[src/rtl/pfl_pkg.sv]
package pfl_pkg;

  typedef enum logic [1:0] {
    PH_IDLE  = 2'd0,
    PH_PAL   = 2'd1,
    PH_FRAME = 2'd2
  } phase_t;

  localparam logic [1:0] LM_BOTH  = 2'd0;
  localparam logic [1:0] LM_PAL   = 2'd1;
  localparam logic [1:0] LM_FRAME = 2'd2;
  localparam logic [1:0] LM_RSVD  = 2'd3;

  localparam int unsigned TBL_BYTES_SMALL = 256;
  localparam int unsigned TBL_BYTES_BYTE  = 512;
  localparam int unsigned TBL_BYTES_WIDE  = 32;
  localparam logic [2:0]  DEPTH_DIRECT    = 3'd4;

  function automatic logic [2:0] depth_of(input logic [3:0] code);
    return (code > 4'd4) ? DEPTH_DIRECT : code[2:0];
  endfunction

  function automatic int unsigned tbl_words(input logic [2:0] d);
    int unsigned bytes;
    if (d < 3'd3)       bytes = TBL_BYTES_SMALL;
    else if (d == 3'd3) bytes = TBL_BYTES_BYTE;
    else                bytes = TBL_BYTES_WIDE;
    return bytes / 4 + 1;
  endfunction

  function automatic logic [4:0] bpp_of(input logic [2:0] d);
    return (d <= 3'd3) ? (5'd1 << d) : 5'd16;
  endfunction

  function automatic logic [5:0] pix_per_word(input logic [2:0] d);
    return (d <= 3'd3) ? (6'd32 >> d) : 6'd2;
  endfunction

endpackage

[src/rtl/pfl_rst_sync.sv]
module pfl_rst_sync (
  input  logic clk,
  input  logic rst_n,
  output logic rst_sync_n
);
  logic [1:0] sync_q;

  always_ff @(posedge clk or negedge rst_n) begin
    if (!rst_n) sync_q <= 2'b00;
    else        sync_q <= {sync_q[0], 1'b1};
  end

  assign rst_sync_n = sync_q[1];
endmodule

[src/rtl/pfl_ctrl.sv]
module pfl_ctrl
  import pfl_pkg::*;
#(
  parameter int LEN_W = 12,
  parameter int CNT_W = 8
) (
  input  logic             clk,
  input  logic             rst_n,
  input  logic             start,
  input  logic [1:0]       load_mode,
  input  logic [LEN_W-1:0] frame_len,
  input  logic             word_valid,
  input  logic [3:0]       code_nib,
  input  logic             ser_empty,
  input  logic             ser_last,
  output logic             fetch_req,
  output logic             tbl_take,
  output logic             frm_take,
  output logic [CNT_W-1:0] tbl_idx,
  output logic [2:0]       depth,
  output logic             busy,
  output logic             pal_loaded,
  output logic             frame_done
);

  phase_t             phase_q, phase_d;
  logic [1:0]         mode_q, mode_d;
  logic [LEN_W-1:0]   left_q, left_d;
  logic [CNT_W-1:0]   wcnt_q, wcnt_d;
  logic [2:0]         depth_q, depth_d;
  logic               pl_q, pl_d;
  logic               fd_q, fd_d;
  logic [2:0]         depth_now;
  logic [CNT_W-1:0]   tbl_total;
  logic               take;

  always_comb begin
    fetch_req = (phase_q == PH_PAL) ||
                ((phase_q == PH_FRAME) && ser_empty && (left_q != '0));
    take      = fetch_req && word_valid;
    tbl_take  = take && (phase_q == PH_PAL);
    frm_take  = take && (phase_q == PH_FRAME);
    depth_now = (wcnt_q == '0) ? depth_of(code_nib) : depth_q;
    tbl_total = CNT_W'(tbl_words(depth_now));
  end

  always_comb begin
    phase_d = phase_q;
    mode_d  = mode_q;
    left_d  = left_q;
    wcnt_d  = wcnt_q;
    depth_d = depth_q;
    pl_d    = pl_q;
    fd_d    = fd_q;
    unique case (phase_q)
      PH_IDLE: begin
        if (start && (load_mode != LM_RSVD)) begin
          mode_d  = load_mode;
          left_d  = frame_len;
          wcnt_d  = '0;
          pl_d    = 1'b0;
          fd_d    = 1'b0;
          phase_d = (load_mode == LM_FRAME) ? PH_FRAME : PH_PAL;
        end
      end
      PH_PAL: begin
        if (tbl_take) begin
          if (wcnt_q == '0) depth_d = depth_now;
          if (wcnt_q == tbl_total - 1'b1) begin
            wcnt_d  = '0;
            pl_d    = 1'b1;
            phase_d = (mode_q == LM_PAL) ? PH_IDLE : PH_FRAME;
          end else begin
            wcnt_d = wcnt_q + 1'b1;
          end
        end
      end
      PH_FRAME: begin
        if (frm_take) left_d = left_q - 1'b1;
        if ((left_q == '0) && (ser_empty || ser_last)) begin
          fd_d    = 1'b1;
          phase_d = PH_IDLE;
        end
      end
      default: phase_d = PH_IDLE;
    endcase
  end

  always_ff @(posedge clk or negedge rst_n) begin
    if (!rst_n) begin
      phase_q <= PH_IDLE;
      mode_q  <= LM_BOTH;
      left_q  <= '0;
      wcnt_q  <= '0;
      depth_q <= DEPTH_DIRECT;
      pl_q    <= 1'b0;
      fd_q    <= 1'b0;
    end else begin
      phase_q <= phase_d;
      mode_q  <= mode_d;
      left_q  <= left_d;
      wcnt_q  <= wcnt_d;
      depth_q <= depth_d;
      pl_q    <= pl_d;
      fd_q    <= fd_d;
    end
  end

  assign tbl_idx    = wcnt_q;
  assign depth      = depth_q;
  assign busy       = (phase_q != PH_IDLE);
  assign pal_loaded = pl_q;
  assign frame_done = fd_q;


  pal_only_no_frame_chk: assert property (@(posedge clk) disable iff (!rst_n)
    (phase_q == PH_FRAME) |-> (mode_q != LM_PAL));


  rsvd_mode_ignored_chk: assert property (@(posedge clk) disable iff (!rst_n)
    ((phase_q == PH_IDLE) && start && (load_mode == LM_RSVD)) |=> (phase_q == PH_IDLE));


  tbl_flag_after_word_chk: assert property (@(posedge clk) disable iff (!rst_n)
    $rose(pl_q) |-> $past(tbl_take));


  done_returns_idle_chk: assert property (@(posedge clk) disable iff (!rst_n)
    $rose(fd_q) |-> (phase_q == PH_IDLE));

endmodule

[src/rtl/pfl_unpack.sv]
module pfl_unpack
  import pfl_pkg::*;
#(
  parameter int IDX_W   = 8,
  parameter int COLOR_W = 12
) (
  input  logic               clk,
  input  logic               rst_n,
  input  logic               load,
  input  logic [31:0]        word,
  input  logic [2:0]         depth,
  output logic               emit,
  output logic               last,
  output logic               empty,
  output logic [IDX_W-1:0]   idx,
  output logic [COLOR_W-1:0] direct
);

  logic [31:0] sh_q, sh_d;
  logic [5:0]  cnt_q, cnt_d;
  logic [7:0]  raw_idx;

  always_comb begin
    empty = (cnt_q == '0);
    emit  = !empty;
    last  = (cnt_q == 6'd1);
    sh_d  = sh_q;
    cnt_d = cnt_q;
    if (load) begin
      sh_d  = word;
      cnt_d = pix_per_word(depth);
    end else if (emit) begin
      sh_d  = sh_q >> bpp_of(depth);
      cnt_d = cnt_q - 1'b1;
    end
  end

  always_comb begin
    unique case (depth)
      3'd0:    raw_idx = {7'd0, sh_q[0]};
      3'd1:    raw_idx = {6'd0, sh_q[1:0]};
      3'd2:    raw_idx = {4'd0, sh_q[3:0]};
      default: raw_idx = sh_q[7:0];
    endcase
    idx    = IDX_W'(raw_idx);
    direct = sh_q[COLOR_W-1:0];
  end

  always_ff @(posedge clk or negedge rst_n) begin
    if (!rst_n) begin
      sh_q  <= '0;
      cnt_q <= '0;
    end else if (load || emit) begin
      sh_q  <= sh_d;
      cnt_q <= cnt_d;
    end
  end


  load_only_when_empty_chk: assert property (@(posedge clk) disable iff (!rst_n)
    load |-> (cnt_q == '0));

endmodule

[src/rtl/pfl_lut_ram.sv]
module pfl_lut_ram #(
  parameter int ENTRIES = 256,
  parameter int COLOR_W = 12,
  parameter int ADDR_W  = 9,
  parameter int IDX_W   = $clog2(ENTRIES)
) (
  input  logic               clk,
  input  logic               we,
  input  logic [ADDR_W-1:0]  wa0,
  input  logic [COLOR_W-1:0] wd0,
  input  logic [ADDR_W-1:0]  wa1,
  input  logic [COLOR_W-1:0] wd1,
  input  logic [IDX_W-1:0]   ra,
  output logic [COLOR_W-1:0] rd
);

  logic [COLOR_W-1:0] rd_arr [ENTRIES];

  for (genvar i = 0; i < ENTRIES; i++) begin : g_ent
    logic               hit0, hit1;
    logic [COLOR_W-1:0] ent_q;
    assign hit0 = we && (wa0 == ADDR_W'(i));
    assign hit1 = we && (wa1 == ADDR_W'(i));
    always_ff @(posedge clk) begin
      if (hit0)      ent_q <= wd0;
      else if (hit1) ent_q <= wd1;
    end
    assign rd_arr[i] = ent_q;
  end

  assign rd = rd_arr[ra];


  distinct_write_chk: assert property (@(posedge clk)
    we |-> (wa0 != wa1));

endmodule

[src/rtl/pal_frame_loader.sv]
module pal_frame_loader
  import pfl_pkg::*;
#(
  parameter int ENTRIES = 256,
  parameter int COLOR_W = 12,
  parameter int LEN_W   = 12,
  parameter int CNT_W   = 8
) (
  input  logic               clk,
  input  logic               rst_n,
  input  logic               start,
  input  logic [1:0]         load_mode,
  input  logic [LEN_W-1:0]   frame_len,
  input  logic               word_valid,
  input  logic [31:0]        word_data,
  output logic               fetch_req,
  output logic               busy,
  output logic               pal_loaded,
  output logic               frame_done,
  output logic [2:0]         depth_code,
  output logic               pix_valid,
  output logic [COLOR_W-1:0] pix_color
);

  localparam int IDX_W  = $clog2(ENTRIES);
  localparam int ADDR_W = CNT_W + 1;

  logic               rst_sync_n;
  logic               tbl_take, frm_take;
  logic [CNT_W-1:0]   tbl_idx;
  logic [2:0]         depth;
  logic               ser_emit, ser_last, ser_empty;
  logic [IDX_W-1:0]   ser_idx;
  logic [COLOR_W-1:0] ser_direct, lut_rd, pix_d;
  logic               pv_q;
  logic [COLOR_W-1:0] pc_q;

  pfl_rst_sync u_rst (
    .clk        (clk),
    .rst_n      (rst_n),
    .rst_sync_n (rst_sync_n)
  );

  pfl_ctrl #(.LEN_W(LEN_W), .CNT_W(CNT_W)) u_ctrl (
    .clk        (clk),
    .rst_n      (rst_sync_n),
    .start      (start),
    .load_mode  (load_mode),
    .frame_len  (frame_len),
    .word_valid (word_valid),
    .code_nib   (word_data[15:12]),
    .ser_empty  (ser_empty),
    .ser_last   (ser_last),
    .fetch_req  (fetch_req),
    .tbl_take   (tbl_take),
    .frm_take   (frm_take),
    .tbl_idx    (tbl_idx),
    .depth      (depth),
    .busy       (busy),
    .pal_loaded (pal_loaded),
    .frame_done (frame_done)
  );

  pfl_unpack #(.IDX_W(IDX_W), .COLOR_W(COLOR_W)) u_unpack (
    .clk    (clk),
    .rst_n  (rst_sync_n),
    .load   (frm_take),
    .word   (word_data),
    .depth  (depth),
    .emit   (ser_emit),
    .last   (ser_last),
    .empty  (ser_empty),
    .idx    (ser_idx),
    .direct (ser_direct)
  );

  pfl_lut_ram #(.ENTRIES(ENTRIES), .COLOR_W(COLOR_W), .ADDR_W(ADDR_W), .IDX_W(IDX_W)) u_lut (
    .clk (clk),
    .we  (tbl_take),
    .wa0 ({tbl_idx, 1'b0}),
    .wd0 (word_data[COLOR_W-1:0]),
    .wa1 ({tbl_idx, 1'b1}),
    .wd1 (word_data[16 +: COLOR_W]),
    .ra  (ser_idx),
    .rd  (lut_rd)
  );

  assign pix_d = (depth == DEPTH_DIRECT) ? ser_direct : lut_rd;

  always_ff @(posedge clk or negedge rst_sync_n) begin
    if (!rst_sync_n) begin
      pv_q <= 1'b0;
      pc_q <= '0;
    end else begin
      pv_q <= ser_emit;
      if (ser_emit) pc_q <= pix_d;
    end
  end

  assign pix_valid  = pv_q;
  assign pix_color  = pc_q;
  assign depth_code = depth;


  pix_from_frame_chk: assert property (@(posedge clk) disable iff (!rst_sync_n)
    pv_q |-> $past(busy));


  busy_end_flag_chk: assert property (@(posedge clk) disable iff (!rst_sync_n)
    $fell(busy) |-> (pal_loaded || frame_done));

endmodule

[config.mk]
export PLATFORM = sky130hd
export DESIGN_NAME = pal_frame_loader
export DESIGN_NICKNAME = d
export VERILOG_FILES = /design/src/rtl/pfl_pkg.sv /design/src/rtl/pfl_rst_sync.sv /design/src/rtl/pfl_ctrl.sv /design/src/rtl/pfl_unpack.sv /design/src/rtl/pfl_lut_ram.sv /design/src/rtl/pal_frame_loader.sv
export SDC_FILE = /design/constraint.sdc
export NUM_CORES = 2
export LEC_CHECK = 0
export ABC_CLOCK_PERIOD_IN_PS = 2630
export BUFFER_PORTS_ARGS = -buffer_cell sky130_fd_sc_hd__buf_2
export CORE_MARGIN = 2
export CORE_UTILIZATION = 25
export DETAILED_ROUTE_END_ITERATION = 12
export PLACE_DENSITY = 0.44
export SKIP_CTS_REPAIR_TIMING = 1
export SLEW_MARGIN = 20
export SYNTH_ARGS = -nofsm -noshare
export SYNTH_HDL_FRONTEND = slang
export SYNTH_SLANG_ARGS = --single-unit
export TNS_END_PERCENT = 10
[constraint.sdc]
create_clock -name clk -period 2.63 [get_ports clk]
set_clock_uncertainty 0.2 [all_clocks]
set_input_delay 0 -clock clk [delete_from_list [all_inputs] [get_ports clk]]
set_output_delay 0 -clock clk [all_outputs]
set_load 0.01 [all_outputs]
# Yosys cells after proc, flatten, opt, wreduce, memory -nomap -nowiden
# Index checks and enable logic that the tools add are counted.
[totals]
reg_bits = 3154
output_inout_bits = 20
[op_classes]
n_shift = 3
n_mux = 164
magnitude_cmp = 4
reduce_logical = 161
n_addsub = 5
bitwise_logic = 1
eq_ne = 144
[ops]
columns = ["op", "count"]
rows = [
  ["12-bit 2-to-1 mux", 134],
  ["8-bit by 7-bit equality test with 1-bit output (second input constant)", 64],
  ["8-bit by 6-bit equality test with 1-bit output (second input constant)", 32],
  ["1-bit logical AND", 137],
  ["8-bit by 5-bit equality test with 1-bit output (second input constant)", 16],
  ["12-bit binary-select mux with 8-bit select", 1],
  ["8-bit by 4-bit equality test with 1-bit output (second input constant)", 8],
  ["32-bit 2-to-1 mux", 2],
  ["8-bit by 3-bit equality test with 1-bit output (second input constant)", 4],
  ["32-bit by 5-bit right shift with 32-bit output", 1],
  ["8-bit 2-to-1 mux", 3],
  ["12-bit one-hot mux with 2 select lines", 1],
  ["8-bit one-hot mux with 3 select lines", 1],
  ["10-bit 2-to-1 mux", 2],
  ["9-bit logical NOT", 2],
  ["6-bit 2-to-1 mux", 3],
  ["8-bit by 1-bit adder with 8-bit output (second input constant)", 2],
  ["8-bit by 2-bit equality test with 1-bit output (second input constant)", 2],
  ["8-bit one-hot mux with 2 select lines", 1],
  ["12-bit logical NOT", 1],
  ["2-bit 2-to-1 mux", 6],
  ["3-bit AND reduction", 4],
  ["12-bit nonzero test", 1],
  ["12-bit by 1-bit subtractor with 12-bit output (second input constant)", 1],
  ["other kinds (33)", 53],
]

# Depth between registers and ports, before layout
[depth]
depth_word = 12
ltp_mapped = 13
mapped_depth_nobuf = 10

# By module
# A second synthesis with hierarchy kept.
[hier_totals]
hier_cells = 10525
area_unflattened_um2 = 164347.6
[by_module_without_submodules]
columns = ["module", "instances", "seq_area_each_um2", "area_per_inst_um2", "cells_each"]
rows = [
  ["pfl_lut_ram", 1, 92248.5, 158933.7, 9957],
  ["pfl_unpack", 1, 950.9, 2904.0, 293],
  ["pfl_ctrl", 1, 726.9, 1863.0, 203],
  ["pal_frame_loader", 1, 325.3, 593.1, 69],
  ["pfl_rst_sync", 1, 50.0, 53.8, 3],
]

# Least setup slack after synthesis
# Ideal clock, no wire load.
[synth_path]
kind = "reg-to-reg"
from = "reg u_ctrl.wcnt_q[5] (netlist: u_ctrl.tbl_idx[5])"
to = "reg u_ctrl.wcnt_q[2] (netlist: u_ctrl.tbl_idx[2])"
stages_incl_launch_ff = 11
n_path_buf = 2
period_less_slack_ps = 3186
slack_ps = -556
arrival_ps = 2853
path_cell_list = "dfrtp_1 buf_6 or4_1 buf_2 nor3_1 mux2i_1 mux2i_1 or3_1 a2111o_1 o21ai_1 nor2_1"
[synth_between]
elab_chain_len = 11
[synth_rtl]
columns = ["item", "line_no", "rtl"]
rows = [
  ["start: declaration", "pfl_ctrl.sv:29", "logic [CNT_W-1:0] wcnt_q, wcnt_d;"],
  ["start signal: assignment", "pfl_ctrl.sv:102", "wcnt_q <= wcnt_d;"],
  ["branches (longest 7 deep; another with 8-bit by 1-bit adder with 8-bit output)", "n/a", ""],
  ["8-bit equality test (*)", "pfl_ctrl.sv:69", "if (wcnt_q == tbl_total - 1'b1) begin"],
  ["8-bit 2-to-1 mux (*)", "pfl_ctrl.sv:69", ""],
  ["8-bit 2-to-1 mux (*)", "pfl_ctrl.sv:67", "if (tbl_take) begin"],
  ["8-bit one-hot mux with 2 select lines (*)", "pfl_ctrl.sv:55", "unique case (phase_q)"],
]
# Every way passes the cells marked *. The select of a mux whose other input is x is not followed.
# A chain may end at the register's enable or synchronous reset.

# Worst setup path after layout
[layout_path]
from = "reg u_ctrl.depth_q[1] (netlist: u_ctrl.depth[1])"
to = "reg pc_q[2] (netlist: pix_color[2])"
[layout_between]
elab_chain_len = 7
[layout_rtl]
columns = ["item", "line_no", "rtl"]
rows = [
  ["start: declaration", "pfl_ctrl.sv:30", "logic [2:0] depth_q, depth_d;"],
  ["start signal: assignment", "pfl_ctrl.sv:103", "depth_q <= depth_d;"],
  ["3-bit by 2-bit equality test with 1-bit output (tied with other cells)", "pfl_unpack.sv:39", "unique case (depth)"],
  ["8-bit one-hot mux with 3 select lines", "pfl_unpack.sv:39", ""],
  ["8-bit inverter with 9-bit output (implied by the code)", "pfl_lut_ram.sv:31", "assign rd = rd_arr[ra];"],
  ["12-bit binary-select mux with 8-bit select", "pfl_lut_ram.sv:31", ""],
  ["12-bit 2-to-1 mux (implied by the code) (2 in a row)", "pfl_lut_ram.sv:31", ""],
  ["12-bit 2-to-1 mux (*)", "pal_frame_loader.sv:88", "assign pix_d = (depth == DEPTH_DIRECT) ? ser_direct : lut_rd;"],
  ["end signal: assignment", "pal_frame_loader.sv:96", "if (ser_emit) pc_q <= pix_d;"],
  ["end: declaration", "pal_frame_loader.sv:36", "logic [COLOR_W-1:0] pc_q;"],
]
# Mark *: on every way between the ends. The rest lies on a longest branch, timed or not. The select of a mux whose other input is x is not followed.

==> results summary <==
The flow ran to the end, but the final reports show violations. The checks that failed: hold timing, setup timing. Port buffering added 69 buffers. The initial core utilization is roughly 25%.

For this run, the register share of the synthesized area comes to 76.8%. The die height came out at 705 µm. The met3 usage in global routing is 2.90%.

The filler-free cell count of the finished design came out at 14,545. The total of endpoints with negative setup slack in the final report is 28. The die is 705 µm wide. The average wire length per cell after detail routing came out at 32.1 µm. The count of maximum capacitance violations came out at 0. The total overflow left after global routing is 0.

The aggregate global-route resource usage is roughly 18%. The fraction of final layout cells sized beyond drive strength 1 is between 30% and 40%. The post-synthesis to final-layout area growth came out at 30.4%. The routed via count is 72,111. The global-route wire length before repair came out at 610,000 µm.

Counting flops with a built-in enable in the synthesized netlist gives ~3,100. The async set or reset register ratio after synthesis came out at ~2.6%. For this design, the sink count on the clock tree is 3,154.

The H-tree was split into 5 levels. The number of violations reported at the end of detailed-routing iteration 0 is roughly 9,300. The highest clock rate is 282 MHz.

The number of global-route vias before repair is 70,941. Yosys printed 0 warnings. The number of vias per cell came out at a little under 5. STA classifies the critical path startpoint as a register. The count of boundary I/O pins is 70. The die footprint is 0.497 mm². The initial antenna violation count came to 63. The worst-case IR drop observed on VDD is 0.537 mV. The clock latency reported for the late side of the worst-skew pair is just over 1 ns.

STA classifies the critical path endpoint as a register. The number of max-slew violations in the final report came out at 0. Summing all non-filler instances in the final layout gives an area of 0.160 mm².

After detailed placement, the design holds a cell count of 13,635. Counting instances in the post-synthesis netlist gives the leading cell types as edfxtp_1 (3,072), mux4_2 (678), nand2_1 (590), nor2_1 (223), a21oi_1 (177). Data arrives at the worst endpoint at between 4 and 5 ns.

The mean instance size in the synthesized netlist is 19.6 µm². Summed over all instances, the cell type with the most area after synthesis is edfxtp_1. Setup repair after global routing could not meet its margin everywhere. The minimum setup slack after placement is -1.58 ns. The measured slew at the worst slew-check pin is 1.21 ns. met2 is the most crowded layer. Clock-pin slew was measured on the worst setup and hold paths at about 0.07 ns. The instance count of the mapped netlist came out at roughly 6,200. Once routing completed, OpenROAD measured the worst setup slack at -0.916 ns. The total design power came out at around 160 mW. The ratio of total power to cell area came out at 990 mW/mm².

The number of buffers added by the clock tree synthesis step is 353. TritonCTS built the clock tree. The tree is rooted in a clkbuf_16. Headroom to the max-slew limit came out at 19.4%. The post-synthesis instance area came out at 0.123 mm².

The most instantiated flip-flop cell in the synthesis netlist is edfxtp_1. In this run, synthesis produced a sequential element count of 3,154. The net count after synthesis is 6,306.

The last weighted congestion value of the routability-driven placer came out at 0.880. edfxtp_1 is the most common cell in the netlist. The met2 capacity usage during global routing came out at 28.1%. For met1 alone, demand over resource in global routing was around 25%. The total number of nets in the final design came out at 7,819.

The worst-case hold slack came out at -0.0633 ns. The number of failing hold endpoints at the final stage is 29. The first-pass iteration count of the detailed router came out at 8. Sorting the synthesized cells by area gives the leading types as edfxtp_1 (75%), mux4_2 (12%), nand2_1 (1.8%). The remaining antenna violation count after routing is 0. The wire-length estimate of the detail-placed layout is 299,000 µm. The number of different library cells in the post-synthesis netlist came out at 74.

The row count is between 200 and 300. The total negative setup slack came out at -13.80 ns. The total routed wirelength came out at 466,000 µm.

The pin count of the biggest net entering global routing is 131. The worst setup path is of the register to register kind. The area of the core region came out at 0.489 mm².

The peak fanout along the critical path is 7. The maximum count of clock buffers along a single path is 4. The remaining routing DRC violations is 0. The share of the cycle needed by the critical path after routing came out at 135%. The minimum period implied by the final worst setup slack came out at 3.55 ns. The min-delay analysis places its worst path in the category primary input to register.

The share of the synthesized area in the top cell type is approximately three quarters. The placement-stage cell area came out at 0.144 mm². The worst path required time is 3.32 ns. For this design the static power due to leakage is 51.6 nW.
==> worst max-delay path, cell delays in order, from the launching register on <==
cell and delay [ns]:
dfrtp_2 0.44, o31a_4 0.39, buf_6 0.14, buf_16 0.15, buf_16 0.20, buf_8 0.13
mux4_2 0.29, a2111o_1 0.44, a21oi_2 0.17, buf_6 0.15, a32oi_4 0.19, a221oi_2 0.34
o41ai_2 0.10
==> registers in the layout (all words and copies together), names as in the netlist <==
name               cells
u_lut.g_ent.ent_q   3072
u_unpack.sh_q         32
pix_color             12
u_ctrl.left_q         12
u_ctrl.tbl_idx         8
u_unpack.cnt_q         6
u_ctrl.depth           3
u_ctrl.mode_q          2
u_ctrl.phase_q         2
u_rst.sync_q           2
pix_valid              1
u_ctrl.frame_done      1
u_ctrl.pal_loaded      1
==> logic make-up after synthesis <==
family / Yosys count / share of synthesized area [%]
DFF: 3154 / 76.8
and+or+nand+nor: 1115 / 3.87
muxes: 845 / 13.8
AOI/OAI and AO/OA: 732 / 4.01
buffers and inverters: 387 / 1.34
xor gates and xnor gates: 8 / 0.0571
adders and majority gates: 7 / 0.0714
other: 1 / 0.00306
==> per-layer routing <==
layer,vias to the layer above,wire (µm)
met3,592,37300
met1,39286,199000
met4,4,15400
met2,3288,215000
met5,-,25
li1,28941,-
==> power breakdown <==
| group | total (mW) | switching, mW | internal [mW] |
|---|---|---|---|
| Combinational | 52.8 | 29.6 | 23.1 |
| Clock | 48.9 | 21.0 | 28.0 |
| Sequential | 56.8 | 0.942 | 55.8 |
==> cells in the final DEF (no fill, tap or decap), drive strengths merged, types with 8 or more instances in the layout <==
cell type,instances
mux2,11
o2111ai,17
inv,32
nand4,29
nand2b,10
dfrtp,81
o221ai,14
a221oi,11
bufinv,29
nand2,590
nor2,223
mux4,678
a22o,11
a2111oi,38
a211oi,46
clkbuf,462
nand3,123
a22oi,92
o22ai,72
clkinvlp,9
a32oi,8
diode,15
o31ai,8
o21ai,100
a21oi,177
mux2i,156
a31oi,43
nor3,53
or3,15
o211ai,18
clkinv,159
dlygate4sd3,97
edfxtp,3072
nor4,17
and3,21
nor2b,13
buf,1405
a221o,11
==> area by class of cell <==
type | instances | area [µm²]
timing repair buffer | 1526 | 17100
fill | 46860 | 329000
multi-input combinational | 2708 | 29100
clock inverter | 210 | 2120
clock buffer | 438 | 9230
inverter | 19 | 78.8
tap | 6475 | 8100
antenna | 15 | 37.5
sequential | 3154 | 94300
==> through the flow <==
stage / util (%) / hold WS [ns]
4_1_cts: 31.7 / -1.50
3_5_place_dp: 29.3 / -0.409
3_3_place_gp: 29.3 / -0.415
5_1_grt: 32.7 / -0.0327
6_report: 32.7 / -0.0633
2_1_floorplan: - / -0.496
==> final timing paths <==
check	startpoint	to	slack, ns	cells after the start
setup / recovery	u_ctrl.depth[1]	pix_color[2]	-0.92	12
hold / removal	word_data[27]	u_lut.g_ent[161].ent_q[11]	-0.06	2
setup reg to reg	u_ctrl.depth[1]	pix_color[2]	-0.92	12
hold reg to reg	u_rst.sync_q[1]	u_unpack.cnt_q[0]	0.14	0
max in group asynchronous	u_rst.sync_q[1]	u_ctrl.left_q[1]	1.34	1
min in group asynchronous	u_rst.sync_q[1]	u_unpack.cnt_q[0]	0.14	0
Note: power is estimated with default switching activity, not from simulation.
